<file path="src/rtl/usplit_pkg.sv">
package usplit_pkg;
  typedef struct packed {
    logic takeOp;
    logic useBrk;
    logic takeMicro;
  } seqStrobeT;
endpackage

</file>
<file path="src/rtl/usplit_ctrl.sv">
module usplit_ctrl
  import usplit_pkg::*;
(
  input  logic      clk,
  input  logic      rstN,
  input  logic      romEnd,
  input  logic      stepAtMax,
  output seqStrobeT strb
);
  logic opFetch;
  logic brkPend;

  always_comb begin
    strb.takeOp    = opFetch;
    strb.useBrk    = opFetch & brkPend;
    strb.takeMicro = ~opFetch;
  end

  always_ff @(posedge clk or negedge rstN) begin
    if (!rstN) begin
      opFetch <= 1'b1;
      brkPend <= 1'b1;
    end else begin
      opFetch <= strb.takeMicro & (romEnd | stepAtMax);
      if (opFetch) brkPend <= 1'b0;
    end
  end
endmodule

</file>
<file path="src/rtl/usplit_decode.sv">
module usplit_decode #(
  parameter int OPW    = 8,
  parameter int UW     = 16,
  parameter int ALUOPW = 3,
  parameter int SRCW   = 3,
  parameter int DESTW  = 4
) (
  input  logic              isOp,
  input  logic [OPW-1:0]    ir,
  input  logic [UW-1:0]     mir,
  output logic [ALUOPW-1:0] aluOp,
  output logic [SRCW-1:0]   srcA,
  output logic [SRCW-1:0]   srcB,
  output logic              recircR,
  output logic              recircC,
  output logic [DESTW-1:0]  dest
);
  localparam int RC_BIT  = DESTW;
  localparam int RR_BIT  = DESTW + 1;
  localparam int SRCB_LO = DESTW + 2;
  localparam int SRCA_LO = SRCB_LO + SRCW;
  localparam int ALU_LO  = SRCA_LO + SRCW;

  logic [SRCW-1:0] opSrcA;
  logic [SRCW-1:0] opSrcB;

  generate
    if (OPW >= 2 * SRCW) begin : g_wideOp
      assign opSrcA = ir[SRCW-1:0];
      assign opSrcB = ir[2*SRCW-1:SRCW];
    end else begin : g_narrowOp
      logic [2*SRCW-1:0] irExt;
      assign irExt  = {{(2*SRCW-OPW){1'b0}}, ir};
      assign opSrcA = irExt[SRCW-1:0];
      assign opSrcB = irExt[2*SRCW-1:SRCW];
    end
  endgenerate

  always_comb begin
    if (isOp) begin
      aluOp   = '0;
      srcA    = opSrcA;
      srcB    = opSrcB;
      recircR = 1'b0;
      recircC = 1'b0;
      dest    = '0;
    end else begin
      aluOp   = mir[ALU_LO +: ALUOPW];
      srcA    = mir[SRCA_LO +: SRCW];
      srcB    = mir[SRCB_LO +: SRCW];
      recircR = mir[RR_BIT];
      recircC = mir[RC_BIT];
      dest    = mir[DESTW-1:0];
    end
  end
endmodule

</file>
<file path="src/rtl/usplit_path.sv">
module usplit_path
  import usplit_pkg::*;
#(
  parameter int OPW    = 8,
  parameter int STEPW  = 3,
  parameter int UW     = 16,
  parameter int ALUOPW = 3,
  parameter int SRCW   = 3,
  parameter int DESTW  = 4,
  parameter logic [OPW-1:0] BRK_OP = '0
) (
  input  logic                 clk,
  input  logic                 rstN,
  input  seqStrobeT            strb,
  input  logic [OPW-1:0]       opBusData,
  input  logic [UW-1:0]        romData,
  output logic [OPW+STEPW-1:0] romAddr,
  output logic                 romEnd,
  output logic                 stepAtMax,
  output logic                 exValid,
  output logic                 exFromOp,
  output logic [ALUOPW-1:0]    exAluOp,
  output logic [SRCW-1:0]      exSrcA,
  output logic [SRCW-1:0]      exSrcB,
  output logic                 exRecircR,
  output logic                 exRecircC,
  output logic [DESTW-1:0]     exDest,
  output logic                 wbValid,
  output logic [DESTW-1:0]     wbDest
);
  logic [OPW-1:0]   ir;
  logic [STEPW-1:0] step;
  logic [UW-1:0]    mir;
  logic             decIsOp;
  logic             decValid;

  logic [ALUOPW-1:0] dAluOp;
  logic [SRCW-1:0]   dSrcA;
  logic [SRCW-1:0]   dSrcB;
  logic              dRecircR;
  logic              dRecircC;
  logic [DESTW-1:0]  dDest;

  assign romAddr   = {ir, step};
  assign romEnd    = romData[UW-1];
  assign stepAtMax = &step;

  // fetch stage: opcode into ir, or microinstruction into mir
  always_ff @(posedge clk or negedge rstN) begin
    if (!rstN) begin
      ir       <= '0;
      step     <= '0;
      mir      <= '0;
      decIsOp  <= 1'b0;
      decValid <= 1'b0;
    end else begin
      decValid <= 1'b1;
      if (strb.takeOp) begin
        ir      <= strb.useBrk ? BRK_OP : opBusData;
        step    <= '0;
        decIsOp <= 1'b1;
      end else begin
        mir     <= romData;
        step    <= step + 1'b1;
        decIsOp <= 1'b0;
      end
    end
  end

  usplit_decode #(
    .OPW(OPW), .UW(UW), .ALUOPW(ALUOPW), .SRCW(SRCW), .DESTW(DESTW)
  ) decI (
    .isOp   (decIsOp),
    .ir     (ir),
    .mir    (mir),
    .aluOp  (dAluOp),
    .srcA   (dSrcA),
    .srcB   (dSrcB),
    .recircR(dRecircR),
    .recircC(dRecircC),
    .dest   (dDest)
  );

  // execute and writeback stage registers
  always_ff @(posedge clk or negedge rstN) begin
    if (!rstN) begin
      exValid   <= 1'b0;
      exFromOp  <= 1'b0;
      exAluOp   <= '0;
      exSrcA    <= '0;
      exSrcB    <= '0;
      exRecircR <= 1'b0;
      exRecircC <= 1'b0;
      exDest    <= '0;
      wbValid   <= 1'b0;
      wbDest    <= '0;
    end else begin
      exValid   <= decValid;
      exFromOp  <= decIsOp;
      exAluOp   <= dAluOp;
      exSrcA    <= dSrcA;
      exSrcB    <= dSrcB;
      exRecircR <= dRecircR;
      exRecircC <= dRecircC;
      exDest    <= dDest;
      wbValid   <= exValid;
      wbDest    <= exDest;
    end
  end
endmodule

</file>
<file path="src/rtl/usplit_seq.sv">
module usplit_seq
  import usplit_pkg::*;
#(
  parameter int OPW    = 8,
  parameter int STEPW  = 3,
  parameter int ALUOPW = 3,
  parameter int SRCW   = 3,
  parameter int DESTW  = 4,
  parameter logic [OPW-1:0] BRK_OP = '0,
  localparam int UW = 1 + ALUOPW + 2 * SRCW + 2 + DESTW,
  localparam int AW = OPW + STEPW
) (
  input  logic              clk,
  input  logic              rstN,
  input  logic [OPW-1:0]    opBusData,
  output logic [AW-1:0]     romAddr,
  input  logic [UW-1:0]     romData,
  output logic              exValid,
  output logic              exFromOp,
  output logic [ALUOPW-1:0] exAluOp,
  output logic [SRCW-1:0]   exSrcA,
  output logic [SRCW-1:0]   exSrcB,
  output logic              exRecircR,
  output logic              exRecircC,
  output logic              wbValid,
  output logic [DESTW-1:0]  wbDest
);
  seqStrobeT        strb;
  logic             romEnd;
  logic             stepAtMax;
  logic [DESTW-1:0] exDest;

  usplit_ctrl ctrlI (
    .clk      (clk),
    .rstN     (rstN),
    .romEnd   (romEnd),
    .stepAtMax(stepAtMax),
    .strb     (strb)
  );

  usplit_path #(
    .OPW(OPW), .STEPW(STEPW), .UW(UW), .ALUOPW(ALUOPW),
    .SRCW(SRCW), .DESTW(DESTW), .BRK_OP(BRK_OP)
  ) pathI (
    .clk      (clk),
    .rstN     (rstN),
    .strb     (strb),
    .opBusData(opBusData),
    .romData  (romData),
    .romAddr  (romAddr),
    .romEnd   (romEnd),
    .stepAtMax(stepAtMax),
    .exValid  (exValid),
    .exFromOp (exFromOp),
    .exAluOp  (exAluOp),
    .exSrcA   (exSrcA),
    .exSrcB   (exSrcB),
    .exRecircR(exRecircR),
    .exRecircC(exRecircC),
    .exDest   (exDest),
    .wbValid  (wbValid),
    .wbDest   (wbDest)
  );
endmodule

</file>
<file path="config.mk">
export PLATFORM = sky130hd
export DESIGN_NAME = usplit_seq
export DESIGN_NICKNAME = d
export VERILOG_FILES = /design/src/rtl/usplit_pkg.sv /design/src/rtl/usplit_ctrl.sv /design/src/rtl/usplit_decode.sv /design/src/rtl/usplit_path.sv /design/src/rtl/usplit_seq.sv
export SDC_FILE = /design/constraint.sdc
export NUM_CORES = 1
export LEC_CHECK = 0
export BUFFER_PORTS_ARGS = -buffer_cell sky130_fd_sc_hd__buf_2
export CAP_MARGIN = 20
export CORE_MARGIN = 2
export CORE_UTILIZATION = 49
export DETAILED_ROUTE_END_ITERATION = 16
export PLACE_DENSITY_LB_ADDON = 0.15
export SYNTH_ARGS = -nofsm -noshare
export SYNTH_HDL_FRONTEND = slang
export SYNTH_SLANG_ARGS = --single-unit
</file>
<file path="constraint.sdc">
create_clock -name clk -period 1.9 [get_ports clk]
set_input_delay 0.285 -clock clk [delete_from_list [all_inputs] [get_ports clk]]
set_output_delay 0.285 -clock clk [all_outputs]
set_load 0.03 [all_outputs]
</file>
==> run_results.csv <==
group,metric,value,unit
run_status,status,"complete, no violations",
power,pwr-share-clk,21.5,%
placement,placed_area,2160,sq um
yosys,synthCells,111,
timing,fmax,654,MHz
clock_network,clock_sinks,52,
route,drt-initial-drc-count,54,
critical_path,cp_slowest_stage_delay,870,ps
timing,worstMarginPinSlew,535,ps
finish,final_util,61.9,%
finish,antenna_cells,0,
timing,fin_skew,3.15,ps
critical_path,cp.required,2100,ps
timing,hold_viol_final,0,
critical_path,crit_path_cell_trace,"inv_1 > a22o_1",
clock_network,clk_pin_slew,80,ps
yosys,syn_area_per_cell,16.7,sq um
grt,antenna_found_initial,0,
grt,grt_pass1_wl,4.85,mm
finish,drive_gt1_share,49.4,%
timing,finalSetupViolCount,0,
floorplanning,die_area,4280,sq um
floorplanning,io_pins,55,
power,swShare,31.8,%
power,leakagePower,0.00113,uW
yosys,synthDistinctLibCells,16,
route,dr.pass1.iters,2,
yosys,syn_nets,139,
yosys,seq_area_frac_synth,70.5,%
route,viasPerCell,4.76,
yosys,synth_seq_cells,52,
route,wirelength,3.05,mm
clock_network,clk_latency,300,ps
power,combPwrFrac,25.9,%
critical_path,cp-start-kind,"register",
clock_network,clock-root-buffer,"clkbuf_8",
placement,io_buffers,54,
grt,grt_overflow,0,
clock_network,cts_max_path_buffers,2,
route,drc,0,
timing,period_share,80.4,%
timing,maxSlewViolCount,0,
flow_run,cap_viol_max_count,0,
route,wl_per_cell,13.9,um
yosys,yosys_warnings,0,
finish,nNetsFinal,199,
finish,fillCellCount,307,
clock_network,cts_setup_buffers,0,
critical_path,critPathBufInv,1,
floorplanning,die_h,65.5,um
power,p_per_area,1200,nW/um^2
timing,relSlewSlack,64.3,%
floorplanning,core_area,3630,sq um
critical_path,cp_slowest_cell,"dfstp_2",
yosys,syn_area,1850,sq um
critical_path,path_class,"register to register",
power,peakVddDrop,0.749,mV
timing,tns,0,ps
timing,period_needed,1530,ps
critical_path,worst-path-max-fanout,19,
timing,rsz0062_at_grt,"false",
min_path,hp-class,"input pin to register",
grt,grt.total_usage,15.8,%
floorplanning,rows,22,
critical_path,critPathArrivalTime,1720,ps
floorplanning,die_w,65.5,um
floorplanning,start_util,50.9,%
route,drtAntennaViolNets,0,
placement,place_hpwl,2.18,mm
clock_network,htreeDepth,2,
finish,areaGrowthSynthToFinish,21.6,%
route,num_vias,1048,
finish,design_area,2250,sq um
grt,grt_max_degree,30,
placement,place_congestion,0.744,
power,internal_power,1840,uW
critical_path,end_kind,"register",
power,p_switching,861,uW
grt,grt_pass1_vias,1088,
clock_network,cts_buffers,5,
clock_network,tritoncts,"yes",
critical_path,cpLargestDelayFamily,"flip-flops",
power,pwr-share-seq,52.6,%
==> synthesized netlist by cell type <==
cell type / instances / share of area, %
mux2_4: 11 / 8.9
dfrtp_1: 50 / 68
buf_2: 1 / 0.27
buf_12: 1 / 1.1
nor2_1: 3 / 0.61
o2bb2ai_1: 5 / 2.4
nand2_1: 5 / 1.0
ha_1: 2 / 1.4
inv_1: 1 / 0.20
conb_1: 1 / 0.20
buf_6: 2 / 1.2
mux2_2: 10 / 6.1
dfstp_2: 2 / 2.8
a22o_1: 3 / 1.4
nor2b_1: 13 / 4.4
buf_4: 1 / 0.41
==> registers in the layout, summed over array words and instances (netlist names), 3 cells and up <==
register       flops
pathI.mir         15
pathI.ir           8
pathI.exDest       4
pathI.wbDest       4
pathI.exAluOp      3
pathI.exSrcA       3
pathI.exSrcB       3
pathI.step         3
==> area by class of cell <==
| cell class | instances | area (sq um) | share of cell area [%] |
|---|---|---|---|
| multi-input cells | 53 | 488 | 21.7 |
| repair buffers | 58 | 315 | 14.0 |
| clock buffers | 8 | 80.1 | 3.56 |
| flip-flops and latches | 52 | 1300 | 57.9 |
| inverters | 1 | 3.75 | 0.167 |
| well taps | 48 | 60.1 | 2.67 |
==> placed cells by master, fill, tap and decap left out <==
master,Yosys,layout
buf_2,1,54
dfrtp_1,50,50
nor2b_1,13,13
mux2_4,11,11
mux2_2,10,10
nand2_1,5,5
o2bb2ai_1,5,5
clkbuf_8,0,5
nor2_1,3,3
a22o_1,3,3
clkbuf_1,0,3
ha_1,2,2
dfstp_2,2,2
buf_4,1,2
inv_1,1,1
dlygate4sd3_1,0,1
conb_1,1,1
buf_12,1,1
==> worst paths after layout <==
check | from | end | slack [ps] | depth (start not counted)
setup / recovery | ctrlI.opFetch$_DFF_PN1_ | pathI.ir[3]$_DFFE_PN0P_ | 370 | 2
hold / removal | romData[15] | ctrlI.opFetch$_DFF_PN1_ | 190 | 3
setup reg to reg | ctrlI.opFetch$_DFF_PN1_ | pathI.ir[3]$_DFFE_PN0P_ | 370 | 2
hold reg to reg | pathI.exDest[0]$_DFF_PN0_ | pathI.wbDest[0]$_DFF_PN0_ | 360 | 0
max in group asynchronous | rstN | pathI.exRecircC$_DFF_PN0_ | 880 | 3
min in group asynchronous | rstN | pathI.exSrcA[2]$_DFF_PN0_ | 500 | 2
==> repair_timing <==
action | 4_1_cts | 5_1_grt
endpoints found under the setup margin | 0 | 0
hold buffers | 1 | 0
resized for setup | 0 | 0
endpoints found under the hold margin | 21 | 0
==> layer usage <==
metal	GRT usage [%]	up-vias	part of all wire, %
met4	10.2	0	2.2
met5	0	-	0
met3	4.28	8	7.1
li1	-	488	-
met1	19.4	516	45
met2	24.7	36	46
==> worst reg2reg max path: stages, from the launching register on <==
cell     delay, ps
dfstp_2        870
inv_1          260
a22o_1         290
==> through the flow <==
| step | total power, uW | cells | hold WS, ps | setup WS [ps] |
|---|---|---|---|---|
| 3_5_place_dp | 2150 | 211 | 298 | 373 |
| 3_3_place_gp | 2130 | 211 | 292 | 421 |
| 5_1_grt | 2840 | 220 | 195 | 286 |
| 6_report | 2700 | 220 | 193 | 372 |
| 2_1_floorplan | 1930 | 111 | -10.6 | 688 |
| 4_1_cts | 2730 | 220 | 184 | 366 |
==> power by group through the flow <==
stage,combinational (uW),sequential (uW),clock [uW]
global placement,696,1430,0
CTS,710,1430,595
detailed placement,705,1450,0
floorplan,256,1670,0
finish,700,1420,582
global route,751,1450,646
==> cell families (layout without fill, tap and decap cells) <==
group / count (synthesis) / count (layout) / synth area share (%)
other: 1 / 1 / 0.203
flip-flops: 52 / 52 / 70.5
AND/OR/NAND/NOR: 21 / 21 / 6.02
AO/OA/AOI/OAI: 8 / 8 / 3.79
buffers and inverters: 6 / 67 / 3.18
adder cells (fa/ha/maj): 2 / 2 / 1.35
multiplexers: 21 / 21 / 15.0
No activity file was read; power rests on OpenSTA's default activity.
